--- src/rtl/can_mb_pkg.sv ---
package can_mb_pkg;
  parameter int ID_W   = 29;
  parameter int STD_W  = 11;
  parameter int PRIO_W = 4;

  typedef struct packed {
    logic [ID_W-1:0]   id;
    logic              ext;
    logic              is_tx;
    logic [PRIO_W-1:0] prio;
    logic              rdy;
  } slot_t;
endpackage

--- src/rtl/can_mb_filter.sv ---
module can_mb_filter import can_mb_pkg::*; #(
  parameter int NUM_BUF = 15,
  localparam int IDX_W  = $clog2(NUM_BUF)
) (
  input  logic [NUM_BUF-1:0] rx_free_i,
  input  logic [NUM_BUF-1:0] tx_slot_i,
  input  logic [NUM_BUF-1:0] ext_i,
  input  logic [ID_W-1:0]    id_i [NUM_BUF],
  input  logic [ID_W-1:0]    mask_shared_i,
  input  logic [ID_W-1:0]    mask_catch_i,
  input  logic [ID_W-1:0]    rx_id_i,
  input  logic               rx_ext_i,
  input  logic               rx_rtr_i,
  output logic               hit_o,
  output logic [IDX_W-1:0]   idx_o
);
  localparam logic [ID_W-1:0] STD_KEEP = ID_W'((64'd1 << STD_W) - 1);

  logic [NUM_BUF-1:0] match;

  for (genvar g = 0; g < NUM_BUF; g++) begin : g_cmp
    logic [ID_W-1:0] mask_raw, mask_eff;
    logic            cand;
    assign mask_raw = (g == NUM_BUF-1) ? mask_catch_i : mask_shared_i;
    assign mask_eff = rx_ext_i ? mask_raw : (mask_raw & STD_KEEP);
    assign cand     = rx_rtr_i ? tx_slot_i[g] : rx_free_i[g];
    assign match[g] = cand && (ext_i[g] == rx_ext_i) &&
                      (((id_i[g] ^ rx_id_i) & mask_eff) == '0);
  end

  // catch slot only when no regular slot matches
  always_comb begin
    hit_o = 1'b0;
    idx_o = '0;
    for (int i = NUM_BUF-2; i >= 0; i--) begin
      if (match[i]) begin
        hit_o = 1'b1;
        idx_o = IDX_W'(i);
      end
    end
    if (!hit_o && match[NUM_BUF-1]) begin
      hit_o = 1'b1;
      idx_o = IDX_W'(NUM_BUF-1);
    end
  end
endmodule

--- src/rtl/can_mb_tx_arb.sv ---
module can_mb_tx_arb import can_mb_pkg::*; #(
  parameter int NUM_BUF = 15,
  localparam int IDX_W  = $clog2(NUM_BUF)
) (
  input  logic [NUM_BUF-1:0] req_i,
  input  logic [PRIO_W-1:0]  prio_i [NUM_BUF],
  output logic               hit_o,
  output logic [IDX_W-1:0]   idx_o
);
  logic [PRIO_W-1:0] best;

  // strict compare keeps the lower index on ties
  always_comb begin
    hit_o = 1'b0;
    idx_o = '0;
    best  = '0;
    for (int i = 0; i < NUM_BUF; i++) begin
      if (req_i[i] && (!hit_o || prio_i[i] > best)) begin
        hit_o = 1'b1;
        idx_o = IDX_W'(i);
        best  = prio_i[i];
      end
    end
  end
endmodule

--- src/rtl/can_mb_ts.sv ---
module can_mb_ts #(
  parameter int TS_W = 16
) (
  input  logic            clk_i,
  input  logic            rst_ni,
  input  logic            tick_i,
  output logic [TS_W-1:0] ts_o
);
  always_ff @(posedge clk_i or negedge rst_ni) begin
    if (!rst_ni)     ts_o <= '0;
    else if (tick_i) ts_o <= ts_o + 1'b1;
  end
endmodule

--- src/rtl/can_mb_ctrl.sv ---
module can_mb_ctrl import can_mb_pkg::*; #(
  parameter int NUM_BUF = 15,
  parameter int TS_W    = 16,
  localparam int IDX_W  = $clog2(NUM_BUF)
) (
  input  logic               clk_i,
  input  logic               rst_ni,
  input  logic               cfg_we_i,
  input  logic [IDX_W-1:0]   cfg_idx_i,
  input  logic [ID_W-1:0]    cfg_id_i,
  input  logic               cfg_ext_i,
  input  logic               cfg_tx_i,
  input  logic [PRIO_W-1:0]  cfg_prio_i,
  input  logic               cfg_rdy_i,
  input  logic               mask_we_i,
  input  logic               mask_sel_i,
  input  logic [ID_W-1:0]    mask_i,
  input  logic               rx_valid_i,
  input  logic [ID_W-1:0]    rx_id_i,
  input  logic               rx_ext_i,
  input  logic               rx_rtr_i,
  output logic               rx_hit_o,
  output logic [IDX_W-1:0]   rx_idx_o,
  output logic               rx_rmt_o,
  output logic               tx_valid_o,
  output logic [IDX_W-1:0]   tx_idx_o,
  input  logic               tx_done_i,
  input  logic               tx_lost_i,
  input  logic               tick_i,
  output logic [TS_W-1:0]    ts_o,
  input  logic [IDX_W-1:0]   ts_rd_idx_i,
  output logic [TS_W-1:0]    ts_rd_o,
  output logic [NUM_BUF-1:0] rdy_o
);
  slot_t              slots   [NUM_BUF];
  logic [TS_W-1:0]    ts_mem  [NUM_BUF];
  logic [ID_W-1:0]    slot_id [NUM_BUF];
  logic [PRIO_W-1:0]  slot_pr [NUM_BUF];
  logic [NUM_BUF-1:0] rx_free, tx_slot, slot_ext, tx_req;
  logic [ID_W-1:0]    mask_shared, mask_catch;
  logic               f_hit, a_hit;
  logic [IDX_W-1:0]   f_idx, a_idx;

  for (genvar g = 0; g < NUM_BUF; g++) begin : g_view
    assign slot_id[g]  = slots[g].id;
    assign slot_pr[g]  = slots[g].prio;
    assign slot_ext[g] = slots[g].ext;
    assign tx_slot[g]  = slots[g].is_tx;
    assign rx_free[g]  = !slots[g].is_tx && slots[g].rdy;
    assign tx_req[g]   = slots[g].is_tx && slots[g].rdy;
    assign rdy_o[g]    = slots[g].rdy;
  end

  can_mb_filter #(.NUM_BUF(NUM_BUF)) u_filter (
    .rx_free_i     (rx_free),
    .tx_slot_i     (tx_slot),
    .ext_i         (slot_ext),
    .id_i          (slot_id),
    .mask_shared_i (mask_shared),
    .mask_catch_i  (mask_catch),
    .rx_id_i       (rx_id_i),
    .rx_ext_i      (rx_ext_i),
    .rx_rtr_i      (rx_rtr_i),
    .hit_o         (f_hit),
    .idx_o         (f_idx)
  );

  can_mb_tx_arb #(.NUM_BUF(NUM_BUF)) u_arb (
    .req_i  (tx_req),
    .prio_i (slot_pr),
    .hit_o  (a_hit),
    .idx_o  (a_idx)
  );

  can_mb_ts #(.TS_W(TS_W)) u_ts (
    .clk_i  (clk_i),
    .rst_ni (rst_ni),
    .tick_i (tick_i),
    .ts_o   (ts_o)
  );

  assign ts_rd_o = (int'(ts_rd_idx_i) < NUM_BUF) ? ts_mem[ts_rd_idx_i] : '0;

  always_ff @(posedge clk_i or negedge rst_ni) begin
    if (!rst_ni) begin
      for (int i = 0; i < NUM_BUF; i++) begin
        slots[i]  <= '0;
        ts_mem[i] <= '0;
      end
      mask_shared <= '1;
      mask_catch  <= '1;
      rx_hit_o    <= 1'b0;
      rx_idx_o    <= '0;
      rx_rmt_o    <= 1'b0;
      tx_valid_o  <= 1'b0;
      tx_idx_o    <= '0;
    end else begin
      rx_hit_o <= 1'b0;
      if (rx_valid_i) begin
        rx_hit_o <= f_hit;
        rx_idx_o <= f_idx;
        rx_rmt_o <= rx_rtr_i;
        if (f_hit) begin
          if (rx_rtr_i) begin
            slots[f_idx].rdy <= 1'b1;
          end else begin
            slots[f_idx].rdy <= 1'b0;
            ts_mem[f_idx]    <= ts_o;
          end
        end
      end

      if (tx_valid_o) begin
        if (tx_done_i) begin
          tx_valid_o          <= 1'b0;
          slots[tx_idx_o].rdy <= 1'b0;
          ts_mem[tx_idx_o]    <= ts_o;
        end else if (tx_lost_i) begin
          tx_valid_o <= 1'b0;
        end
      end else if (a_hit) begin
        tx_valid_o <= 1'b1;
        tx_idx_o   <= a_idx;
      end

      if (cfg_we_i && int'(cfg_idx_i) < NUM_BUF) begin
        slots[cfg_idx_i] <= '{id: cfg_id_i, ext: cfg_ext_i, is_tx: cfg_tx_i,
                               prio: cfg_prio_i, rdy: cfg_rdy_i};
      end

      if (mask_we_i) begin
        if (mask_sel_i) mask_catch  <= mask_i;
        else            mask_shared <= mask_i;
      end
    end
  end
endmodule

--- config.mk ---
export PLATFORM = sky130hd
export DESIGN_NAME = can_mb_ctrl
export DESIGN_NICKNAME = d
export VERILOG_FILES = /design/src/rtl/can_mb_pkg.sv /design/src/rtl/can_mb_filter.sv /design/src/rtl/can_mb_tx_arb.sv /design/src/rtl/can_mb_ts.sv /design/src/rtl/can_mb_ctrl.sv
export SDC_FILE = /design/constraint.sdc
export NUM_CORES = 2
export LEC_CHECK = 0
export BUFFER_PORTS_ARGS = -buffer_cell sky130_fd_sc_hd__buf_4
export CORE_ASPECT_RATIO = 1.2
export CORE_MARGIN = 2
export CORE_UTILIZATION = 35
export CTS_CLUSTER_DIAMETER = 30
export DETAILED_ROUTE_END_ITERATION = 8
export GPL_TIMING_DRIVEN = 0
export SYNTH_ARGS = -nofsm -noshare
export SYNTH_HDL_FRONTEND = slang
export SYNTH_HIERARCHICAL = 1
export SYNTH_SLANG_ARGS = --single-unit
--- constraint.sdc ---
create_clock -name clk_i -period 28.6 [get_ports clk_i]
set_input_delay 8.58 -clock clk_i [delete_from_list [all_inputs] [get_ports clk_i]]
set_output_delay 8.58 -clock clk_i [all_outputs]
set_load 0.02 [all_outputs]
==> results.sh <==
export IMPL_endpoint_kind="register"
export IMPL_grt_max_degree=117
export IMPL_period_share=0.873
export IMPL_areaGrowthSynthToFinish_pct=21.8
export IMPL_worstPathMaxFanout=10
export IMPL_yosysTopAreaCellShare=0.438
export IMPL_ys_warn_count=6
export IMPL_r2r_slack_ps=3640
export IMPL_cts_repair_resized=0
export IMPL_skew_ps=51.7
export IMPL_dp_hpwl_um=125000
export IMPL_post_cts_setup_buffer_count=0
export IMPL_htreeDepth=4
export IMPL_slew_headroom=0.113
export IMPL_die_width_um=335
export IMPL_wl_per_cell_um=29.7
export IMPL_cpMostUsedCell="ha_1"
export IMPL_vias=32300
export IMPL_power_leakage_nw=25.3
export IMPL_drive_gt1_frac=0.414
export IMPL_antenna_found_initial=11
export IMPL_route_met2_wl_um=79100
export IMPL_rows=145
export IMPL_slowest_delay_ps=560
export IMPL_core_area_mm2=0.130
export IMPL_cts_tree="yes"
export IMPL_place_congestion=0.992
export IMPL_die_h_um=402
export IMPL_cp_slowest_cell="a222oi_1"
export IMPL_rr_worst_depth=117
export IMPL_tightest_slew_ps=1330
export IMPL_io_pins=171
export IMPL_ir_worst_vdd_uv=79.2
export IMPL_ys_flop_type="dfrtp_1"
export IMPL_critPathLaunchType="register"
export IMPL_clock_latency_ps=800
export IMPL_avgSynthCellArea_um2=12.9
export IMPL_grt_pass1_wl_um=243000
export IMPL_synth_top_area_cell="dfrtp_1"
export IMPL_grt_total_usage=0.252
export IMPL_hold_path_cell_count=1
export IMPL_synth_cell_types=116
export IMPL_report_final_slew_viol_count=0
export IMPL_setup_viol=0
export IMPL_seq_area_frac_synth=0.471
export IMPL_fmax_mhz=40.1
export IMPL_required_ps=29270
export IMPL_drtPass1Iterations=5
export IMPL_io_buffers=139
export IMPL_top_layer="met5"
export IMPL_grt_ovfl_total=0
export IMPL_cp_endpoint="tx_idx_o[2]"
export IMPL_fin_nets=4060
export IMPL_hold_viol_final=0
export IMPL_synthArstFlopShare=1.00
export IMPL_numPlacedInstances=5401
export IMPL_clock_path_buffers=3
export IMPL_status="complete, no violations"
export IMPL_stdcell_count=5746
export IMPL_reg2reg_from="rdy_o[0]"
export IMPL_die_area_mm2=0.135
export IMPL_drtIter0Drc=2824
export IMPL_critPathKind="reg2reg"
export IMPL_worstHoldStart="ts_mem[141]"
export IMPL_cts_clk_slew_worst_paths_ps=50
export IMPL_tns_ps=0
export IMPL_crit_arrival_ps=25630
export IMPL_postRouteAntennaNets=0
export IMPL_rsz0062_at_grt="false"
export IMPL_m1WireLength_um=68500
export IMPL_numCtsBuffers=184
export IMPL_synth_nets=3727
export IMPL_synth_area_leaders="dfrtp_1, mux2_2, xor2_1, a22oi_1, dfstp_2"
export IMPL_power_per_cell_area_mw_per_mm2=97.5
export IMPL_initial_core_util=0.353
export IMPL_drc=0
export IMPL_routed_via_density=5.62
export IMPL_post_route_min_period_ps=24960
export IMPL_wl_met3_um=12200
export IMPL_routed_wl_um=171000
export IMPL_root_buffer="clkbuf_16"
export IMPL_drv_cap=0
export IMPL_ys_ff_latch=865
export IMPL_netlist_area_mm2=0.0461
export IMPL_grt_pass1_vias=32800
export IMPL_numClockSinks=865
export IMPL_synth_edf_count=0
export IMPL_reg2reg_to="tx_idx_o[2]"
export IMPL_synth_cells=3564
export IMPL_critical_path_startpoint="rdy_o[0]"
export IMPL_min_path_type="reg2reg"
export IMPL_ctsHoldBuffers=0
-- layer usage --
metal | track usage | vias up
met3 | 0.0545 | 408
met4 | 0.149 | 12
met1 | 0.316 | 16800
met5 | 0 | -
met2 | 0.400 | 1395
li1 | - | 13700
-- through the flow --
step | cell area (um^2) | util | power (mW) | setup WS, ps | hold slack [ps]
after global placement | 49300 | 0.378 | 3.17 | 4260 | 461
after floorplan | 46100 | - | 2.67 | 7520 | 449
after CTS | 56100 | 0.430 | 5.47 | 3740 | 484
final | 56100 | 0.430 | 5.48 | 3640 | 482
after global routing | 56100 | 0.430 | 5.69 | 1820 | 493
after detailed placement | 49500 | 0.379 | 3.20 | 3900 | 474
-- cells in the final DEF (no fill, tap or decap), types with 17 or more instances in the layout --
master,synthesis,layout
dfrtp_1,807,807
mux2_2,782,782
xor2_1,451,451
a22oi_1,213,213
buf_4,64,202
clkbuf_16,0,186
buf_2,79,79
clkbuf_1,59,79
mux2i_1,63,63
nor2_1,61,61
nand2_1,58,58
dfstp_2,58,58
a21oi_1,54,54
nand3_1,51,51
ha_1,50,50
nand4_1,49,49
buf_6,47,47
inv_1,44,44
mux2_4,42,42
mux2_1,37,37
nor2b_1,36,36
and2_1,30,30
bufinv_16,0,28
clkbuf_8,1,27
o21ai_0,27,27
a21o_1,26,26
clkinvlp_4,0,26
mux4_2,22,22
clkinv_2,0,21
o31ai_1,20,20
buf_1,17,17
-- flip-flops by register name, indices dropped and copies added (netlist names), 4 cells and up --
register,cells
slots,15
ts_mem,240
slot_pr,60
u_ts/ts_o,16
slot_id,435
mask_catch,29
rdy_o,15
slot_ext,15
mask_shared,29
tx_idx_o,4
rx_idx_o,4
-- how the worst min path moves through the flow --
| stage | endpoint | slack (ps) |
|---|---|---|
| finish | ts_mem[141] | 480 |
| global route | ts_mem[74] | 490 |
| CTS | ts_mem[141] | 480 |
| detailed placement | ts_mem[141] | 470 |
| global placement | ts_mem[199] | 460 |
| floorplan | ts_mem[143] | 450 |
-- critical path, delay by kind of cell (launching register included) --
kind            cells  cell delay (ps)
compound gates     67            13810
fa+ha+maj          15             4150
simple gates       19             2530
mux                 7             2410
buf+inv             9             1410
flops               1              510
-- logic make-up after synthesis --
logic type / Yosys count / synth area share
mux: 958 / 0.245
buf+inv: 319 / 0.0432
simple gates: 405 / 0.0525
xor+xnor: 460 / 0.0874
flops: 865 / 0.471
compound gates: 506 / 0.0871
fa+ha+maj: 51 / 0.0138
-- power by group --
| group | total (mW) | switching, mW | internal, mW |
|---|---|---|---|
| clock network | 2.26 | 0.743 | 1.52 |
| logic | 1.49 | 0.835 | 0.653 |
| registers | 1.73 | 0.226 | 1.50 |
| total | 5.48 | 1.80 | 3.67 |
-- layout make-up --
| class | count | area (um^2) |
|---|---|---|
| fill | 12000 | 74300 |
| multi-input combinational | 2380 | 22400 |
| sequential | 865 | 21700 |
| clock buffer | 232 | 5090 |
| tap | 1690 | 2110 |
| buffer | 275 | 1830 |
| clock inverter | 107 | 1540 |
| timing repair buffer | 147 | 1270 |
| inverter | 44 | 165 |
| antenna | 6 | 15.0 |
-- synth_stat cells, types with 30 or more instances --
cell	number
buf_6	47
a21oi_1	54
and2_1	30
a22oi_1	213
inv_1	44
xor2_1	451
nand4_1	49
buf_2	79
ha_1	50
mux2_4	42
nor2_1	61
mux2i_1	63
nand2_1	58
nor2b_1	36
buf_4	64
nand3_1	51
mux2_1	37
dfstp_2	58
clkbuf_1	59
mux2_2	782
dfrtp_1	807
No activity file was read; power rests on OpenSTA's default activity.
